## src/rtl/cipher_regs_pkg.sv

```systemverilog
package cipher_regs_pkg;

  typedef enum logic [1:0] {
    OP_ENC  = 2'd0,
    OP_DEC  = 2'd1,
    OP_KEXP = 2'd2,
    OP_RSVD = 2'd3
  } op_mode_e;

  // control word bit positions (software-visible layout)
  localparam int CB_EN    = 0;
  localparam int CB_START = 1;
  localparam int CB_MODE  = 2;
  localparam int CB_SIZE  = 4;
  localparam int CB_SRC   = 6;
  localparam int CB_IE    = 7;
  localparam int CTRL_W   = 8;

  // status word bit positions
  localparam int SB_BUSY  = 0;
  localparam int SB_IRQ   = 1;

  // word-index map
  localparam int unsigned IDX_CTRL = 0;
  localparam int unsigned IDX_STAT = 1;
  localparam int unsigned IDX_KEY  = 2;

endpackage

```

## src/rtl/cipher_rst_sync.sv

```systemverilog
module cipher_rst_sync (
  input  logic clk,
  input  logic arst_n,
  output logic rst_n
);

  logic [1:0] sync_q;

  always_ff @(posedge clk or negedge arst_n) begin
    if (!arst_n) sync_q <= 2'b00;
    else         sync_q <= {sync_q[0], 1'b1};
  end

  assign rst_n = sync_q[1];

endmodule

```

## src/rtl/cipher_ctrl_stat.sv

```systemverilog
module cipher_ctrl_stat
  import cipher_regs_pkg::*;
(
  input  logic              clk,
  input  logic              rst_n,
  input  logic              ctrl_we,
  input  logic              stat_we,
  input  logic [CTRL_W-1:0] wdata,
  input  logic              eng_done,
  output logic              en,
  output logic              start_q,
  output op_mode_e          mode,
  output logic [1:0]        size,
  output logic              src,
  output logic              ie,
  output logic              busy,
  output logic              irq_flag,
  output op_mode_e          op_mode,
  output logic              op_done
);

  logic     en_d, start_d, src_d, ie_d, busy_d, irq_d;
  op_mode_e mode_d, op_mode_d, wr_mode;
  logic [1:0] size_d;
  logic     launch;

  assign wr_mode = op_mode_e'(wdata[CB_MODE +: 2]);

  // a launch needs enable set in the same write, a legal operation and an idle engine
  assign launch  = ctrl_we && wdata[CB_START] && wdata[CB_EN] &&
                   !busy && (wr_mode != OP_RSVD);
  assign op_done = eng_done && busy;

  always_comb begin
    en_d      = en;
    mode_d    = mode;
    size_d    = size;
    src_d     = src;
    ie_d      = ie;
    if (ctrl_we) begin
      en_d   = wdata[CB_EN];
      mode_d = wr_mode;
      size_d = wdata[CB_SIZE +: 2];
      src_d  = wdata[CB_SRC];
      ie_d   = wdata[CB_IE];
    end
    start_d   = launch;
    op_mode_d = launch ? wr_mode : op_mode;
    busy_d    = busy;
    if (launch)       busy_d = 1'b1;
    else if (op_done) busy_d = 1'b0;
    // a completion setting the flag wins over a clear in the same cycle
    irq_d = irq_flag;
    if (op_done && ie)                   irq_d = 1'b1;
    else if (stat_we && wdata[SB_IRQ])   irq_d = 1'b0;
  end

  always_ff @(posedge clk or negedge rst_n) begin
    if (!rst_n) begin
      en       <= 1'b0;
      start_q  <= 1'b0;
      mode     <= OP_ENC;
      size     <= 2'd0;
      src      <= 1'b0;
      ie       <= 1'b0;
      busy     <= 1'b0;
      irq_flag <= 1'b0;
      op_mode  <= OP_ENC;
    end else begin
      en       <= en_d;
      start_q  <= start_d;
      mode     <= mode_d;
      size     <= size_d;
      src      <= src_d;
      ie       <= ie_d;
      busy     <= busy_d;
      irq_flag <= irq_d;
      op_mode  <= op_mode_d;
    end
  end

endmodule

```

## src/rtl/cipher_data_bank.sv

```systemverilog
module cipher_data_bank #(
  parameter int DATA_W    = 32,
  parameter int KEY_WORDS = 8,
  parameter int BLK_WORDS = 4,
  parameter int unsigned KEY_BASE = 2,
  localparam int unsigned PT_BASE = KEY_BASE + KEY_WORDS,
  localparam int unsigned CT_BASE = PT_BASE + BLK_WORDS,
  localparam int KEY_W = KEY_WORDS * DATA_W,
  localparam int BLK_W = BLK_WORDS * DATA_W
) (
  input  logic              clk,
  input  logic              rst_n,
  input  logic              wr_en,
  input  logic [31:0]       widx,
  input  logic [DATA_W-1:0] wdata,
  input  logic              cap_pt,
  input  logic              cap_ct,
  input  logic [BLK_W-1:0]  result,
  output logic [KEY_W-1:0]  key_flat,
  output logic [BLK_W-1:0]  pt_flat,
  output logic [BLK_W-1:0]  ct_flat
);

  genvar gk;
  generate
    for (gk = 0; gk < KEY_WORDS; gk++) begin : g_key
      logic we_k;
      assign we_k = wr_en && (widx == KEY_BASE + gk);
      always_ff @(posedge clk or negedge rst_n) begin
        if (!rst_n)    key_flat[gk*DATA_W +: DATA_W] <= '0;
        else if (we_k) key_flat[gk*DATA_W +: DATA_W] <= wdata;
      end
    end
  endgenerate

  genvar gb;
  generate
    for (gb = 0; gb < BLK_WORDS; gb++) begin : g_blk
      logic              pt_en, ct_en;
      logic [DATA_W-1:0] pt_d, ct_d;
      // engine capture takes priority over a bus write in the same cycle
      always_comb begin
        pt_en = cap_pt || (wr_en && (widx == PT_BASE + gb));
        ct_en = cap_ct || (wr_en && (widx == CT_BASE + gb));
        pt_d  = cap_pt ? result[gb*DATA_W +: DATA_W] : wdata;
        ct_d  = cap_ct ? result[gb*DATA_W +: DATA_W] : wdata;
      end
      always_ff @(posedge clk or negedge rst_n) begin
        if (!rst_n) begin
          pt_flat[gb*DATA_W +: DATA_W] <= '0;
          ct_flat[gb*DATA_W +: DATA_W] <= '0;
        end else begin
          if (pt_en) pt_flat[gb*DATA_W +: DATA_W] <= pt_d;
          if (ct_en) ct_flat[gb*DATA_W +: DATA_W] <= ct_d;
        end
      end
    end
  endgenerate

endmodule

```

## src/rtl/cipher_apb_regs.sv

```systemverilog
module cipher_apb_regs
  import cipher_regs_pkg::*;
#(
  parameter int ADDR_W    = 6,
  parameter int DATA_W    = 32,
  parameter int KEY_WORDS = 8,
  parameter int BLK_WORDS = 4,
  localparam int KEY_W = KEY_WORDS * DATA_W,
  localparam int BLK_W = BLK_WORDS * DATA_W,
  localparam int unsigned PT_BASE = IDX_KEY + KEY_WORDS,
  localparam int unsigned CT_BASE = PT_BASE + BLK_WORDS,
  localparam int unsigned IDX_END = CT_BASE + BLK_WORDS
) (
  input  logic              pclk,
  input  logic              presetn,
  input  logic [ADDR_W-1:0] paddr,
  input  logic              psel,
  input  logic              penable,
  input  logic              pwrite,
  input  logic [DATA_W-1:0] pwdata,
  output logic              pready,
  output logic [DATA_W-1:0] prdata,
  output logic              pslverr,
  output logic              clk_active_req,
  input  logic [KEY_W-1:0]  ext_key,
  input  logic [1:0]        ext_key_size,
  input  logic              ext_key_force,
  output logic              irq_n,
  output logic              eng_start,
  output logic [1:0]        eng_mode,
  output logic [1:0]        eng_key_size,
  output logic [KEY_W-1:0]  eng_key,
  output logic [BLK_W-1:0]  eng_block,
  input  logic              eng_done,
  input  logic [BLK_W-1:0]  eng_result
);

  logic        rst_n;
  logic [31:0] widx;
  logic        acc, wr, rd, is_key, is_unmapped;
  logic        ctrl_en, start_q, ctrl_src, ctrl_ie, busy, irq_flag, op_done;
  op_mode_e    ctrl_mode, op_mode;
  logic [1:0]  ctrl_size;
  logic        ext_sel;
  logic [KEY_W-1:0] key_flat;
  logic [BLK_W-1:0] pt_flat, ct_flat;

  cipher_rst_sync u_rst (
    .clk    (pclk),
    .arst_n (presetn),
    .rst_n  (rst_n)
  );

  assign widx        = {{(32-ADDR_W){1'b0}}, paddr};
  assign acc         = psel && penable;
  assign wr          = acc && pwrite;
  assign rd          = acc && !pwrite;
  assign is_key      = (widx >= IDX_KEY) && (widx < PT_BASE);
  assign is_unmapped = (widx >= IDX_END);

  assign pready  = 1'b1;
  assign pslverr = acc && (is_unmapped || (!pwrite && is_key));

  cipher_ctrl_stat u_ctrl (
    .clk      (pclk),
    .rst_n    (rst_n),
    .ctrl_we  (wr && (widx == IDX_CTRL)),
    .stat_we  (wr && (widx == IDX_STAT)),
    .wdata    (pwdata[CTRL_W-1:0]),
    .eng_done (eng_done),
    .en       (ctrl_en),
    .start_q  (start_q),
    .mode     (ctrl_mode),
    .size     (ctrl_size),
    .src      (ctrl_src),
    .ie       (ctrl_ie),
    .busy     (busy),
    .irq_flag (irq_flag),
    .op_mode  (op_mode),
    .op_done  (op_done)
  );

  cipher_data_bank #(
    .DATA_W    (DATA_W),
    .KEY_WORDS (KEY_WORDS),
    .BLK_WORDS (BLK_WORDS),
    .KEY_BASE  (IDX_KEY)
  ) u_bank (
    .clk      (pclk),
    .rst_n    (rst_n),
    .wr_en    (wr),
    .widx     (widx),
    .wdata    (pwdata),
    .cap_pt   (op_done && (op_mode == OP_DEC)),
    .cap_ct   (op_done && (op_mode == OP_ENC)),
    .result   (eng_result),
    .key_flat (key_flat),
    .pt_flat  (pt_flat),
    .ct_flat  (ct_flat)
  );

  // key selection: the force pin overrides the software source bit
  assign ext_sel      = ext_key_force || ctrl_src;
  assign eng_key      = ext_sel ? ext_key : key_flat;
  assign eng_key_size = ext_sel ? ext_key_size : ctrl_size;
  assign eng_mode     = op_mode;
  assign eng_start    = start_q;
  assign eng_block    = (op_mode == OP_DEC) ? ct_flat : pt_flat;

  assign irq_n          = !irq_flag;
  assign clk_active_req = busy || irq_flag;

  always_comb begin
    prdata = '0;
    if (rd) begin
      if (widx == IDX_CTRL)
        prdata = {{(DATA_W-CTRL_W){1'b0}}, ctrl_ie, ctrl_src, ctrl_size,
                  ctrl_mode, start_q, ctrl_en};
      else if (widx == IDX_STAT)
        prdata = {{(DATA_W-2){1'b0}}, irq_flag, busy};
      for (int i = 0; i < BLK_WORDS; i++) begin
        if (widx == PT_BASE + i) prdata = pt_flat[i*DATA_W +: DATA_W];
        if (widx == CT_BASE + i) prdata = ct_flat[i*DATA_W +: DATA_W];
      end
    end
  end

endmodule

```

## config.mk

```make
export PLATFORM = sky130hd
export DESIGN_NAME = cipher_apb_regs
export DESIGN_NICKNAME = d
export VERILOG_FILES = /design/src/rtl/cipher_regs_pkg.sv /design/src/rtl/cipher_rst_sync.sv /design/src/rtl/cipher_ctrl_stat.sv /design/src/rtl/cipher_data_bank.sv /design/src/rtl/cipher_apb_regs.sv
export SDC_FILE = /design/constraint.sdc
export NUM_CORES = 1
export LEC_CHECK = 0
export BUFFER_PORTS_ARGS = -buffer_cell sky130_fd_sc_hd__buf_2
export CORE_AREA = 2 2 335 337
export DETAILED_ROUTE_END_ITERATION = 8
export DIE_AREA = 0 0 337 339
export HOLD_SLACK_MARGIN = 0.02
export MAX_ROUTING_LAYER = met4
export PLACE_DENSITY_LB_ADDON = 0.3
export SYNTH_ARGS = -nofsm -noshare
export SYNTH_HDL_FRONTEND = slang
export SYNTH_SLANG_ARGS = --single-unit
```

## constraint.sdc

```tcl
create_clock -name pclk -period 22.7 [get_ports pclk]
set_input_delay 4.54 -clock pclk [delete_from_list [all_inputs] [get_ports pclk]]
set_output_delay 4.54 -clock pclk [all_outputs]
set_load 0.05 [all_outputs]
```

==> results.yml <==
setup_path:
  endpoint_kind: "primary output"
  crit_type: "input pin to primary output"
  path_max_fanout: 32
  required_ns: 18.16
  critPathArrivalTime_ns: 7.88
  worst_setup_path_start_kind: "input pin"
synth:
  synth_flop_cell: "dfrtp_1"
  avgSynthCellArea_um2: 11.3
  synth_area_um2: 28700
  synth_enable_flop_cells: 0
  synth_cell_types: 57
  synth_seq_cells: 526
  synth_top_area_share_pct: 45.9
  ys_async_sr_fraction_pct: 100
  synth_top_area_cell: "dfrtp_1"
  seq_area_frac_synth_pct: 45.9
  synth.area.top_cells: "dfrtp_1, mux2_2, mux2i_1, o21ai_0, a21oi_1"
  syn_inst: 2538
  ys_warn_count: 0
global_routing:
  first_global_vias: 24035
  grt_max_degree: 176
  gr-usage-all-layers_pct: 23.2
  antenna_found_initial: 41
  overflow: 0
  grt_pass1_wl_um: 184000
clock_tree:
  hold_buffers: 0
  cts_tree: "done"
  numCtsBuffers: 67
  cts-root-buf: "clkbuf_16"
  post_cts_buffers: 0
  post_cts_resize_count: 0
  clock_path_buffers: 3
  clock-sinks: 526
  insertion_delay_ns: 0.62
  htreeDepth: 3
  clk_pin_slew_ns: 0.06
power:
  p_seq_share_pct: 41.1
  power.density_nw_per_um2: 70.3
  p_clk_share_pct: 42.7
  switching_share_pct: 30.6
  ir_drop_mv: 0.0452
  comb_power_share_pct: 16.2
  p_leak_uw: 0.0181
  p_sw_uw: 785
  p_int_uw: 1780
placement:
  place_congestion: 0.899
  portBuffers: 854
  dpl.hpwl_um: 97300
  dpl_worst_slack_ns: 10.35
drt:
  wl_per_cell_um: 27.6
  wl_um: 133000
  num_vias: 24078
  via_per_inst: 4.98
  drtIter0Drc: 1770
  dr_wl_met2_um: 63300
  m1WireLength_um: 56700
  first_pass_iters: 5
  ant_nets: 0
  met3WireLength_um: 10300
  routed.top_layer: "met4"
  drc: 0
die:
  dieHeight_um: 339
  die_w_um: 337
  start_util_pct: 26.0
  coreArea_um2: 110000
  die_area_um2: 114000
  io_pins: 856
  rows: 122
sta:
  worst_slack_ns: 10.28
  hold_viol: 0
  period_needed_ns: 12.42
  rsz0062_at_grt: "false"
  post-route-period-util_pct: 54.7
  clock_skew_ns: 0.0201
  setup_viol: 0
  maxSlewHeadroom_pct: 11.8
  report.final.slew_viol_count: 0
  setup_tns_ns: 0
  tightest_slew_ns: 1.32
  fmax_ghz: 0.0805
run:
  drv_cap: 0
worst_hold_path:
  hold_class: "flop to flop"
final_layout:
  drive_gt1_share_pct: 49.0
  syn_to_final_growth_pct: 27.1
  num-nets-final: 3690
status:
  status: "completed"
## critical path, cell delays in order
cell,delay (ns)
buf_2,0.69
nor2b_1,0.44
and2_2,0.81
nor2_1,0.32
and4_1,0.25
nor3_1,0.41
buf_2,0.35
## cells by family (layout without fill, tap and decap cells)
logic type / count (synthesis) / after routing / share of synthesized area [%]
AND/OR/NAND/NOR: 387 / 387 / 5.88
flip-flops: 526 / 526 / 45.9
XOR/XNOR: 1 / 1 / 0.0305
buffers and inverters: 244 / 1014 / 3.79
multiplexers: 910 / 910 / 34.6
other: 1 / 39 / 0.0131
AO/OA/AOI/OAI: 469 / 469 / 9.83
## layout by cell type, fill, tap and decap left out, types with 41 or more instances in the layout
cell,synthesis,layout
nand2_1,159,155
clkbuf_16,0,69
nor2_1,160,157
mux2i_1,260,260
mux2_1,58,58
buf_2,51,854
a22oi_1,41,41
dfrtp_1,526,525
o21ai_0,151,151
mux2_2,592,592
a21oi_1,150,150
## layer usage
layer  track usage [%]  vias to the layer above
met5                 -                        -
met4              6.32                        0
met3              5.54                      155
met2              36.8                     1061
met1              29.5                    12161
li1                  -                    10701
## worst paths after layout
path / startpoint / end / slack (ns) / cells past startpoint
max: paddr[0] / prdata[15] / 10.28 / 7
min: u_rst.sync_q[0] / u_rst.sync_q[1] / 0.35 / 0
max reg2reg: u_rst.sync_q[1] / u_bank.key_flat[254] / 18.46 / 4
min reg2reg: u_rst.sync_q[0] / u_rst.sync_q[1] / 0.35 / 0
max in group asynchronous: u_rst.sync_q[1] / u_bank.key_flat[254] / 18.46 / 4
min in group asynchronous: u_rst.sync_q[1] / u_bank.ct_flat[71] / 0.43 / 0
## power groups by stage
| stage | sequential, µW | clock (µW) | combinational (µW) |
|---|---|---|---|
| 3_5_place_dp | 1070 | 0 | 417 |
| 2_1_floorplan | 1050 | 0 | 311 |
| 6_report | 1050 | 1100 | 415 |
| 5_1_grt | 1060 | 1160 | 440 |
| 4_1_cts | 1050 | 1120 | 418 |
| 3_3_place_gp | 1070 | 0 | 414 |
## per-stage QoR
| step | instances | instance area [µm²] | hold slack [ns] | power, µW | utilization [%] |
|---|---|---|---|---|---|
| CTS | 4797 | 36400 | 0.350 | 2590 | 33.0 |
| global route | 4823 | 36400 | 0.369 | 2660 | 33.0 |
| global placement | 4678 | 34200 | 0.333 | 1480 | 30.9 |
| floorplan | 2539 | 28700 | 0.331 | 1360 | - |
| detailed placement | 4678 | 34200 | 0.336 | 1490 | 30.9 |
| finish | 4834 | 36500 | 0.348 | 2560 | 33.0 |
## registers in the layout, indices dropped and copies added (netlist names), 2 cells and up
register / flops
u_bank.key_flat: 256
u_ctrl.mode: 2
u_ctrl.op_mode: 2
u_bank.ct_flat: 128
u_ctrl.size: 2
u_bank.pt_flat: 128
u_rst.sync_q: 2
## cell type report
type | instances | area, µm²
Antenna cell | 37 | 92.6
Clock buffer | 98 | 1960
Clock inverter | 21 | 263
Fill cell | 11472 | 73900
Inverter | 5 | 18.8
Multi-Input combinational cell | 1769 | 14500
Sequential cell | 526 | 13200
Tap cell | 1488 | 1860
Timing Repair Buffer | 890 | 4570
## cells in the mapped netlist, types with 3 or more instances
library cell	number
mux2_2	592
dfrtp_1	526
mux2i_1	260
nor2_1	160
nand2_1	159
clkbuf_1	155
o21ai_0	151
a21oi_1	150
mux2_1	58
buf_2	51
a22oi_1	41
o22ai_1	26
a221oi_1	20
o221ai_1	19
buf_4	17
o21a_1	14
a2bb2oi_1	13
buf_1	10
and2_1	9
and4_1	8
nor3_1	7
nor4_1	7
o21ai_1	7
buf_6	6
and3_1	5
inv_1	5
nand3_1	5
a22o_1	4
nand2b_1	4
o21bai_1	4
or3_1	4
a211oi_1	3
nor2b_1	3
o211a_1	3
o211ai_1	3
Note: power is estimated with default switching activity, not from simulation.
